**config.mk**
```make
export PLATFORM = sky130hd
export DESIGN_NAME = serial_audio_rx
export DESIGN_NICKNAME = d
export VERILOG_FILES = /design/src/rtl/aud_rx_pkg.sv /design/src/rtl/aud_rx_sync.sv /design/src/rtl/aud_rx_framer.sv /design/src/rtl/aud_rx_lane.sv /design/src/rtl/serial_audio_rx.sv
export SDC_FILE = /design/constraint.sdc
export NUM_CORES = 1
export LEC_CHECK = 0
export BUFFER_PORTS_ARGS = -buffer_cell sky130_fd_sc_hd__buf_2
export CAP_MARGIN = 20
export CORE_MARGIN = 3
export CORE_UTILIZATION = 55
export DETAILED_ROUTE_END_ITERATION = 12
export GPL_TIMING_DRIVEN = 0
export PLACE_DENSITY = 0.72
export REMOVE_ABC_BUFFERS = 1
export SLEW_MARGIN = 20
export SYNTH_ARGS = -nofsm -noshare
export SYNTH_HDL_FRONTEND = slang
export SYNTH_HIERARCHICAL = 1
export SYNTH_SLANG_ARGS = --single-unit
```
**constraint.sdc**
```tcl
create_clock -name clk -period 5.5 [get_ports clk]
set_input_delay 0.275 -clock clk [delete_from_list [all_inputs] [get_ports clk]]
set_output_delay 0.275 -clock clk [all_outputs]
set_load 0.01 [all_outputs]
```
**src/rtl/aud_rx_pkg.sv**
```systemverilog
package aud_rx_pkg;

  localparam int WORD_MAX = 24;

  typedef enum logic [2:0] {
    FMT_LJ  = 3'd0,
    FMT_I2S = 3'd1,
    FMT_RJ  = 3'd2,
    FMT_DSP = 3'd3,
    FMT_TDM = 3'd4
  } fmt_e;

  // word-length code to bit count
  function automatic int wlen_bits(input logic [1:0] code);
    case (code)
      2'd0:    return 16;
      2'd1:    return 20;
      default: return WORD_MAX;
    endcase
  endfunction

endpackage

```
**src/rtl/aud_rx_sync.sv**
```systemverilog
module aud_rx_sync #(
  parameter int LANES = 3
) (
  input  logic             clk,
  input  logic             rst_n,
  input  logic             bclk_i,
  input  logic             frame_i,
  input  logic [LANES-1:0] data_i,
  output logic             rise_o,
  output logic             frame_o,
  output logic [LANES-1:0] data_o
);

  localparam int SW = LANES + 2;

  logic [SW-1:0] st1_q, st2_q;
  logic          bclk_d_q;

  always_ff @(posedge clk or negedge rst_n) begin
    if (!rst_n) begin
      st1_q    <= '0;
      st2_q    <= '0;
      bclk_d_q <= 1'b0;
    end else begin
      st1_q    <= {bclk_i, frame_i, data_i};
      st2_q    <= st1_q;
      bclk_d_q <= st2_q[SW-1];
    end
  end

  assign rise_o  = st2_q[SW-1] & ~bclk_d_q;
  assign frame_o = st2_q[SW-2];
  assign data_o  = st2_q[LANES-1:0];

endmodule

```
**src/rtl/aud_rx_framer.sv**
```systemverilog
module aud_rx_framer
  import aud_rx_pkg::*;
#(
  parameter int SLOT_BITS = 32,
  parameter int TDM_SLOTS = 6,
  parameter int CNT_W     = 8,
  parameter int CH_W      = 3
) (
  input  logic            clk,
  input  logic            rst_n,
  input  logic            rise_i,
  input  logic            frame_i,
  input  logic [2:0]      fmt_i,
  input  logic [1:0]      wlen_i,
  output logic            win_o,
  output logic            last_o,
  output logic [CH_W-1:0] slot_o
);

  logic [CNT_W-1:0] pos_q, pos_d, pos_now;
  logic             frm_q, frm_d;
  logic [CNT_W-1:0] wl, start, kbit, slot;
  logic             pulse_mode, restart, in_win;
  fmt_e             fmt;

  always_comb begin
    fmt        = fmt_e'(fmt_i);
    wl         = CNT_W'(wlen_bits(wlen_i));
    pulse_mode = (fmt == FMT_DSP) || (fmt == FMT_TDM);
    restart    = pulse_mode ? frame_i : (frame_i != frm_q);
    if (restart)           pos_now = '0;
    else if (&pos_q)       pos_now = pos_q;
    else                   pos_now = pos_q + 1'b1;
    in_win = 1'b0;
    kbit   = '0;
    slot   = '0;
    start  = '0;
    case (fmt)
      FMT_DSP: begin
        if (pos_now < wl) begin
          in_win = 1'b1;
          kbit   = pos_now;
        end else if (pos_now < (wl << 1)) begin
          in_win = 1'b1;
          kbit   = pos_now - wl;
          slot   = CNT_W'(1);
        end
      end
      FMT_TDM: begin
        slot   = pos_now / CNT_W'(SLOT_BITS);
        kbit   = pos_now % CNT_W'(SLOT_BITS);
        in_win = (slot < CNT_W'(TDM_SLOTS)) && (kbit < wl);
      end
      default: begin
        if (fmt == FMT_I2S)     start = CNT_W'(1);
        else if (fmt == FMT_RJ) start = CNT_W'(SLOT_BITS) - wl;
        in_win = (pos_now >= start) && (pos_now < start + wl);
        kbit   = pos_now - start;
        slot   = {{(CNT_W-1){1'b0}}, frame_i};
      end
    endcase
    win_o  = rise_i && in_win;
    last_o = rise_i && in_win && (kbit == wl - 1'b1);
    slot_o = CH_W'(slot);
    pos_d  = rise_i ? pos_now : pos_q;
    frm_d  = rise_i ? frame_i : frm_q;
  end

  always_ff @(posedge clk or negedge rst_n) begin
    if (!rst_n) begin
      pos_q <= '1;
      frm_q <= 1'b0;
    end else begin
      pos_q <= pos_d;
      frm_q <= frm_d;
    end
  end

endmodule

```
**src/rtl/aud_rx_lane.sv**
```systemverilog
module aud_rx_lane
  import aud_rx_pkg::*;
#(
  parameter int MAX_W = WORD_MAX
) (
  input  logic             clk,
  input  logic             rst_n,
  input  logic             shift_i,
  input  logic             bit_i,
  input  logic [1:0]       wlen_i,
  output logic [MAX_W-1:0] word_o
);

  localparam int AMT_W = $clog2(MAX_W + 1);

  logic [MAX_W-1:0] sh_q, sh_next;
  logic [AMT_W-1:0] pad;

  always_comb begin
    sh_next = {sh_q[MAX_W-2:0], bit_i};
    pad     = AMT_W'(MAX_W - wlen_bits(wlen_i));
    word_o  = sh_next << pad;
  end

  always_ff @(posedge clk or negedge rst_n) begin
    if (!rst_n)       sh_q <= '0;
    else if (shift_i) sh_q <= sh_next;
  end

endmodule

```
**src/rtl/serial_audio_rx.sv**
```systemverilog
module serial_audio_rx
  import aud_rx_pkg::*;
#(
  parameter int LANES     = 3,
  parameter int MAX_W     = WORD_MAX,
  parameter int SLOT_BITS = 32,
  parameter int TDM_SLOTS = 6,
  parameter int CNT_W     = 8
) (
  input  logic             clk,
  input  logic             rst_n,
  input  logic [2:0]       fmt_sel_i,
  input  logic [1:0]       wlen_sel_i,
  input  logic             bclk_i,
  input  logic             frame_i,
  input  logic [LANES-1:0] sdata_i,
  output logic             smp_valid_o,
  output logic [2:0]       smp_chan_o,
  output logic [MAX_W-1:0] smp_data_o
);

  localparam int CH_W  = 3;
  localparam int PICK_W = (LANES > 1) ? $clog2(LANES) : 1;

  logic             rise, frame_s, win, last;
  logic [LANES-1:0] data_s;
  logic [CH_W-1:0]  slot;
  logic [MAX_W-1:0] word [LANES];
  logic             is_tdm;

  aud_rx_sync #(.LANES(LANES)) u_sync (
    .clk(clk), .rst_n(rst_n), .bclk_i(bclk_i), .frame_i(frame_i),
    .data_i(sdata_i), .rise_o(rise), .frame_o(frame_s), .data_o(data_s)
  );

  aud_rx_framer #(
    .SLOT_BITS(SLOT_BITS), .TDM_SLOTS(TDM_SLOTS), .CNT_W(CNT_W), .CH_W(CH_W)
  ) u_framer (
    .clk(clk), .rst_n(rst_n), .rise_i(rise), .frame_i(frame_s),
    .fmt_i(fmt_sel_i), .wlen_i(wlen_sel_i),
    .win_o(win), .last_o(last), .slot_o(slot)
  );

  for (genvar g = 0; g < LANES; g++) begin : g_lane
    aud_rx_lane #(.MAX_W(MAX_W)) u_lane (
      .clk(clk), .rst_n(rst_n), .shift_i(win), .bit_i(data_s[g]),
      .wlen_i(wlen_sel_i), .word_o(word[g])
    );
  end

  // group holding and output sequencing
  logic [MAX_W-1:0] hold_q [LANES];
  logic [LANES-1:0] pend_q, pend_d;
  logic             tdm_q, tdm_d;
  logic [CH_W-1:0]  slot_q, slot_d;
  logic [1:0]       len_q, len_d, olen_q;
  logic [PICK_W-1:0] pick;
  logic             val_d;
  logic [CH_W-1:0]  chan_d;
  logic [MAX_W-1:0] data_d;

  assign is_tdm = (fmt_e'(fmt_sel_i) == FMT_TDM);

  always_comb begin
    pick = '0;
    for (int i = LANES - 1; i >= 0; i--) begin
      if (pend_q[i]) pick = PICK_W'(i);
    end
    val_d  = |pend_q;
    chan_d = tdm_q ? slot_q : CH_W'(32'(pick) * 2 + 32'(slot_q));
    data_d = hold_q[pick];
    pend_d = pend_q;
    if (val_d) pend_d[pick] = 1'b0;
    tdm_d  = tdm_q;
    slot_d = slot_q;
    len_d  = len_q;
    if (last) begin
      pend_d = is_tdm ? LANES'(1) : '1;
      tdm_d  = is_tdm;
      slot_d = slot;
      len_d  = wlen_sel_i;
    end
  end

  always_ff @(posedge clk or negedge rst_n) begin
    if (!rst_n) begin
      pend_q      <= '0;
      tdm_q       <= 1'b0;
      slot_q      <= '0;
      len_q       <= '0;
      olen_q      <= '0;
      smp_valid_o <= 1'b0;
      smp_chan_o  <= '0;
      smp_data_o  <= '0;
      for (int i = 0; i < LANES; i++) hold_q[i] <= '0;
    end else begin
      pend_q      <= pend_d;
      tdm_q       <= tdm_d;
      slot_q      <= slot_d;
      len_q       <= len_d;
      smp_valid_o <= val_d;
      if (val_d) begin
        smp_chan_o <= chan_d;
        smp_data_o <= data_d;
        olen_q     <= len_q;
      end
      if (last) begin
        for (int i = 0; i < LANES; i++) hold_q[i] <= word[i];
      end
    end
  end

  AST_CHAN_IN_RANGE: assert property (@(posedge clk) disable iff (!rst_n)
    smp_valid_o |-> (smp_chan_o < CH_W'(TDM_SLOTS)));
  AST_PAD16_ZERO: assert property (@(posedge clk) disable iff (!rst_n)
    (smp_valid_o && olen_q == 2'd0) |-> (smp_data_o[MAX_W-17:0] == '0));
  AST_PAD20_ZERO: assert property (@(posedge clk) disable iff (!rst_n)
    (smp_valid_o && olen_q == 2'd1) |-> (smp_data_o[MAX_W-21:0] == '0));
  AST_NO_OVERRUN: assert property (@(posedge clk) disable iff (!rst_n)
    last |-> (pend_q == '0));
  AST_VALID_FROM_PENDING: assert property (@(posedge clk) disable iff (!rst_n)
    smp_valid_o |-> $past(pend_q != '0));

endmodule

```
; ---- Word-level counts from Yosys, hierarchy flattened
; Cells that the tools add are included.
[totals]
out_inout_bits = 28
input_bits = 12
reg_bits = 196
elab_cells = 88
[op_classes]
bitwise = 5
n_shift = 3
reduce_logical = 11
n_lt_le_gt_ge = 9
addsub = 8
mux = 28
n_eq_ne = 7
[ops]
columns = operator, n
row1 = $shl 24x5->24, 3
row2 = $mux 8, 7
row3 = $bmux 24 s2, 1
row4 = $mux 24, 2
row5 = $pmux 8 s2, 1
row6 = $mux 3, 4
row7 = $add 8x1->8 const B, 1
row8 = $add 8x5->8, 1
row9 = $eq 8x8->1, 1
row10 = $ge 8x8->1, 1
row11 = $lt 8x5->1, 1
row12 = $lt 8x6->1, 1
row13 = $lt 8x8->1, 1
row14 = $pmux 4 s2, 1
row15 = $reduce_and 8->1, 1
row16 = $sub 8x5->8, 1
row17 = $sub 8x8->8, 1
row18 = $sub 6x5->7 const A, 1
row19 = $eq 3x2->1 const B, 2
row20 = $mux 1, 6
row21 = $mux 2, 3
row22 = $pmux 3 s2, 1
row23 = $sub 5x1->6 const B, 1
row24 = $logic_and 1x1->1, 5
row25 = 23 further kinds, 23

; ---- Depth between registers and ports, before layout
[logic_depth]
depth_word = 13
ltp_mapped = 20
depth_no_buf = 18

; ---- Modules after synthesis
; Netlist, hierarchy kept.
[modules_own_cells]
columns = module, seq_area_each_um2, n_inst, area_per_inst_um2, cells_each
row1 = serial_audio_rx, 2677.6, 1, 4306.6, 305
row2 = aud_rx_lane, 575.6, 3, 1285.0, 111
row3 = aud_rx_framer, 235.2, 1, 1507.7, 175
row4 = aud_rx_sync, 275.3, 1, 311.5, 15

; ---- Least setup slack after synthesis
; OpenSTA, ideal clock, no wires.
[synth_path]
path_kind = register to register
from = register u_framer.pos_q[0]
to = register hold_q[0] (netlist name)
required_time_ps = 5372
path_buffers = 2
slack_ps = 988
setup_time_ps = 128
period_less_slack_ps = 4512
path_stages_with_launch = 20
t_arrival_ps = 4385
cell_sequence = dfstp_2 > ha_1 > nand4_1 > nor2_1 > nor2_1 > nor3_1 > inv_1 > ha_1 > fa_1 > a211oi_1 > and3_2 > a2111o_1 > o21ai_1 > a221oi_2 > nand2_1 > a211oi_2 > o211a_1 > clkbuf_1 > buf_2 > mux2_1
[synth_via]
elab_chain_len = 9
elab_cells_between_ends = 23
cone_classes = add/sub (3) / order compare (6) / eq/ne (1) / mux (8) / reduce/logical (5)
[synth_lines]
columns = item, line
row1 = from (decl), aud_rx_framer.sv:20  ; logic [CNT_W-1:0] pos_q, pos_d, pos_now;
row2 = from (signal assigned), aud_rx_framer.sv:74  ; pos_q <= pos_d;
row3 = $add 8x1->8 / $reduce_and 8->1 (equally long branches), "aud_rx_framer.sv:33, aud_rx_framer.sv:32"
row4 = $mux 8 (*), aud_rx_framer.sv:32  ; else if (&pos_q) pos_now = pos_q;
row5 = $mux 8 (*), aud_rx_framer.sv:31  ; if (restart) pos_now = '0;
row6 = via u_framer.pos_now[2], aud_rx_framer.sv:20
row7 = $sub 8x5->8 / $lt 8x6->1 (equally long branches), "aud_rx_framer.sv:45, aud_rx_framer.sv:43"
row8 = $mux 8 / $mux 1 (equally long branches), aud_rx_framer.sv:43  ; end else if (pos_now < (wl << 1)) begin
row9 = $mux 8 / $mux 1 (equally long branches), aud_rx_framer.sv:40  ; if (pos_now < wl) begin
row10 = $pmux 8 s2 / $pmux 1 s2 (equally long branches), aud_rx_framer.sv:38  ; case (fmt)
row11 = $eq 8x8->1 / $logic_and 1x1->1 (equally long branches), aud_rx_framer.sv:63  ; last_o = rise_i && in_win && (kbit == wl - 1'b1);
row12 = $logic_and 1x1->1 (*), aud_rx_framer.sv:63
row13 = via last, serial_audio_rx.sv:25  ; logic rise, frame_s, win, last;
row14 = to (decl), serial_audio_rx.sv:52  ; logic [MAX_W-1:0] hold_q [LANES];
; The timed path passes the listed nets; every way through them passes the cells marked *.
; A chain may end at the register's enable or synchronous reset.

; ---- Final worst setup path
[layout_path]
from = register u_framer.pos_q[0]
to = register hold_q[56] (netlist name)
[layout_via]
elab_chain_len = 9
elab_cells_between_ends = 23
cone_classes = add/sub (3) / order compare (6) / eq/ne (1) / mux (8) / reduce/logical (5)
[layout_lines]
columns = item, line
row1 = $add 8x1->8 / $reduce_and 8->1 (equally long branches), "aud_rx_framer.sv:33, aud_rx_framer.sv:32"
row2 = $mux 8 (*), aud_rx_framer.sv:32
row3 = $mux 8 (*), aud_rx_framer.sv:31
row4 = via u_framer.pos_now[2], aud_rx_framer.sv:20
row5 = $sub 8x5->8 / $lt 8x6->1 (equally long branches), "aud_rx_framer.sv:45, aud_rx_framer.sv:43"
row6 = $mux 8 / $mux 1 (equally long branches), aud_rx_framer.sv:43
row7 = $mux 8 / $mux 1 (equally long branches), aud_rx_framer.sv:40
row8 = $pmux 8 s2 / $pmux 1 s2 (equally long branches), aud_rx_framer.sv:38
row9 = $eq 8x8->1 / $logic_and 1x1->1 (equally long branches), aud_rx_framer.sv:63
row10 = $logic_and 1x1->1 (*), aud_rx_framer.sv:63
; Marks and branches as above.

==> results.yml <==
synthesis:
  synth_mux_area_frac: 0.221
  yosys.area_share.xor_xnor: 0.00351
  postSynthRegisterBits: 196
  synthAdderAreaFrac: 0.0241
  synth.cell_area_mm2: 0.00998
  largest_family_of_logic_cells_by_synthesized_area: "multiplexers"
  post_synth_inst_count: 828
  basic_gate_share_of_the_synthesized_area_counting_and_or_nand_and_nor_cells: 0.0796
  synthArstFlopShare: 1.00
  synth-compound-area-share: 0.131
  synth_flop_cell: "sky130_fd_sc_hd__dfrtp_1"
  synth.yosys.seq_area_share: 0.492
  synth.avg_cell_area_um2: 12.1
  yosysWarningCount: 6
  yosys.cell_types.count: 77
  synth_edf_count: 0
die:
  design.portCount: 40
  core-area_mm2: 0.0175
  fp.dieW_um: 141
  die-height_um: 141
  dieArea_mm2: 0.0198
  start_util: 0.569
  std_cell_rows: 48
cts:
  ctsLongestPathBuffers: 2
  cts_tree: "yes"
  clock_tree.htree_level_count: 4
  numCtsBuffers: 17
  clock-root-buffer: "sky130_fd_sc_hd__clkbuf_16"
  cts_num_sinks: 196
  cts.clk_slew.worst_paths_ns: 0.07
  clk-insertion-delay-late_ns: 0.43
placement:
  dp_slack_ns: -0.255
  post-dp-hpwl_mm: 14.7
  gpl.final_weighted_congestion: 0.843
  numPortBuffers: 39
global_route:
  grt.met2_usage: 0.382
  grt_remaining_overflow: 0
  grt_first_pass_wirelength_mm: 35.9
  grt_antenna_before_repair: 0
  via_count_of_the_first_global_routing_pass: 6898
  grt_use_total: 0.223
  grt_start_max_net_pins: 104
  grt_use_met3: 0.0370
  groute.layer.met1.usage: 0.295
  grt-busiest-layer: "met2"
sta:
  finalMaxSlewViolations: 0
  slew_headroom: 0.344
  max_freq_mhz: 191
  worst-slew-pin-transition_ns: 0.959
  skew_ns: 0.0106
  finalSetupViolations: 0
  min_tclk_post_route_ns: 5.24
  unrepaired_setup_endpoints_after_global_routing: "yes"
  layout_worst_path_cycle_share: 0.953
  timing_hold_violations_final: 0
  final.setup.worst_slack_ns: 0.260
worst_setup_path:
  critPathTopFamily: "compound AO/OA/AOI/OAI gates"
  max_stage_delay_cell_worst_path: "sky130_fd_sc_hd__dfstp_2"
  crit_type: "reg2reg"
  startpoint: "u_framer/pos_q[0]"
  worstReg2RegStart: "u_framer/pos_q[0]"
  cp-end-kind: "register"
  timing.critical_path.cells: "ha_1, nand4_1, nor2_1, nor2_1, nor3_4, inv_1, ha_1, fa_1, a211oi_1, and3_2, a2111o_1, o21ai_1, a221oi_2, nand2_1, a211oi_2, o211a_2, mux2_1"
  ff2ff_setup_slack_ns: 0.26
  critical_path_peak_fanout: 17
  cp.arrival_ns: 5.55
  critical_path.max_stage_delay_ns: 0.59
  timing.critical_path.buf_inv: 1
  critPathRequiredTime_ns: 5.81
  cp-start-kind: "register"
drt:
  overall_via_count_from_detail_route: 6705
  wl_per_cell_um: 20.1
  first_pass_iters: 4
  drtIter0Drc: 399
  wl_mm: 21.8
  drc: 0
  detail_route_antenna_nets: 0
  post_drt_via_cell_ratio: 6.18
power_and_ir_drop:
  max-vdd-ir-drop_mv: 0.244
  total_leakage_power_nw: 5.23
  cellPowerDensity_mw_per_mm2: 352
layout:
  register_area_mm2: 0.00492
  fin_nets: 877
  antenna_cells_inserted: 0
  fillers: 1413
  final_layout_size_suffix_gt1_frac: 0.229
  syn2layout_area_growth_pct: 10.2
  total_area_of_multi_input_combinational_cells_mm2: 0.00463
  post-route-util: 0.627
hold_path:
  min-delay-start: "fmt_sel_i[2]"
  hold_crit_path_type: "in2reg"
status:
  run_status: "finished clean"
job:
  max_cap_viols: 0
==> layout by cell type, fill, tap and decap left out, drive strengths merged, types with 13 or more instances in the layout <==
cell,count
buf,50
and2,13
mux2i,49
dfrtp,188
nand2,63
clkbuf,18
mux2,152
inv,23
a22oi,48
o21ai,86
ha,16
==> registers in the layout, indices dropped and copies added (netlist names) <==
name	count
u_framer/frm_q	1
smp_data_o	24
hold_q	72
smp_valid_o	1
smp_chan_o	3
u_framer/pos_q	8
tdm_q	1
g_lane.u_lane/sh_q	69
u_sync/st2_q	5
u_sync/st1_q	5
u_sync/bclk_d_q	1
slot_q	3
pend_q	3
==> report_power, final <==
| part | switching (mW) | internal (mW) | leakage [nW] |
|---|---|---|---|
| registers | 0.259 | 1.64 | 2.61 |
| logic | 0.325 | 0.363 | 2.32 |
| clock network | 0.592 | 0.695 | 0.294 |
==> what timing repair did <==
item | 4_1_cts | 5_1_grt
gates resized for setup | 1 | 1
hold buffers | 6 | 0
pin swaps | 0 | 1
endpoints found under the hold margin | 98 | 0
setup endpoints to repair | 46 | 82
setup buffers | 0 | 2
gates cloned | 0 | 1
==> metal layers <==
metal | wire (um) | share of wire
met5 | 0 | 0
met4 | 399 | 0.018
met3 | 752 | 0.035
met2 | 11100 | 0.51
met1 | 9540 | 0.44
==> cells by family (layout without fill, tap and decap cells) <==
logic type | count (synthesis) | in the layout
mux | 201 | 201
xor+xnor | 4 | 4
flops | 196 | 196
simple gates | 142 | 142
fa+ha+maj | 18 | 18
compound gates | 193 | 194
buf+inv | 74 | 105
==> cells in the mapped netlist (all sizes together) (9+ instances only) <==
master	count	area share
mux2i	49	0.049
inv	17	0.0064
a21oi	9	0.0049
dfrtp	188	0.47
clkbuf	18	0.0098
and2	13	0.0081
a22o	12	0.011
buf	39	0.032
o21ai	86	0.043
nor2	11	0.0044
a22oi	48	0.036
nand2	63	0.024
nor2b	9	0.0064
mux2	152	0.17
ha	16	0.020
==> worst min-delay path: cells and delay by family <==
kind / cells / cell delay (ns)
AOI/OAI and AO/OA: 1 / 0.06
buffers and inverters: 1 / 0.14
and+or+nand+nor: 1 / 0.08
==> final cells by class <==
class | count | share of cell area
multi-input combinational | 559 | 0.421
clock buffer | 18 | 0.0390
sequential | 196 | 0.447
timing repair buffer | 56 | 0.0445
inverter | 17 | 0.00580
clock inverter | 14 | 0.0173
tap | 225 | 0.0256
==> worst paths after layout <==
path                                              to  cells past startpoint
setup / recovery                          hold_q[56]                     17
hold / removal                                 tdm_q                      3
setup reg to reg                          hold_q[56]                     17
hold reg to reg                      u_sync/st2_q[2]                      0
max in group asynchronous                  pend_q[1]                      3
min in group asynchronous  g_lane[0].u_lane/sh_q[22]                      2
==> metrics by stage <==
step | TNS (ns) | instances | hold slack [ns] | instance area (um2) | power (mW)
floorplan | -76.20 | 771 | -0.0206 | 9560 | 2.33
global placement | -436.19 | 1035 | 0.333 | 10000 | 2.56
detailed placement | -10.92 | 1044 | 0.330 | 10300 | 2.60
CTS | 0 | 1082 | 0.154 | 11000 | 3.90
global route | -0.703 | 1085 | 0.191 | 11000 | 4.07
finish | 0 | 1085 | 0.180 | 11000 | 3.88
(Power assumes the default switching activity.)
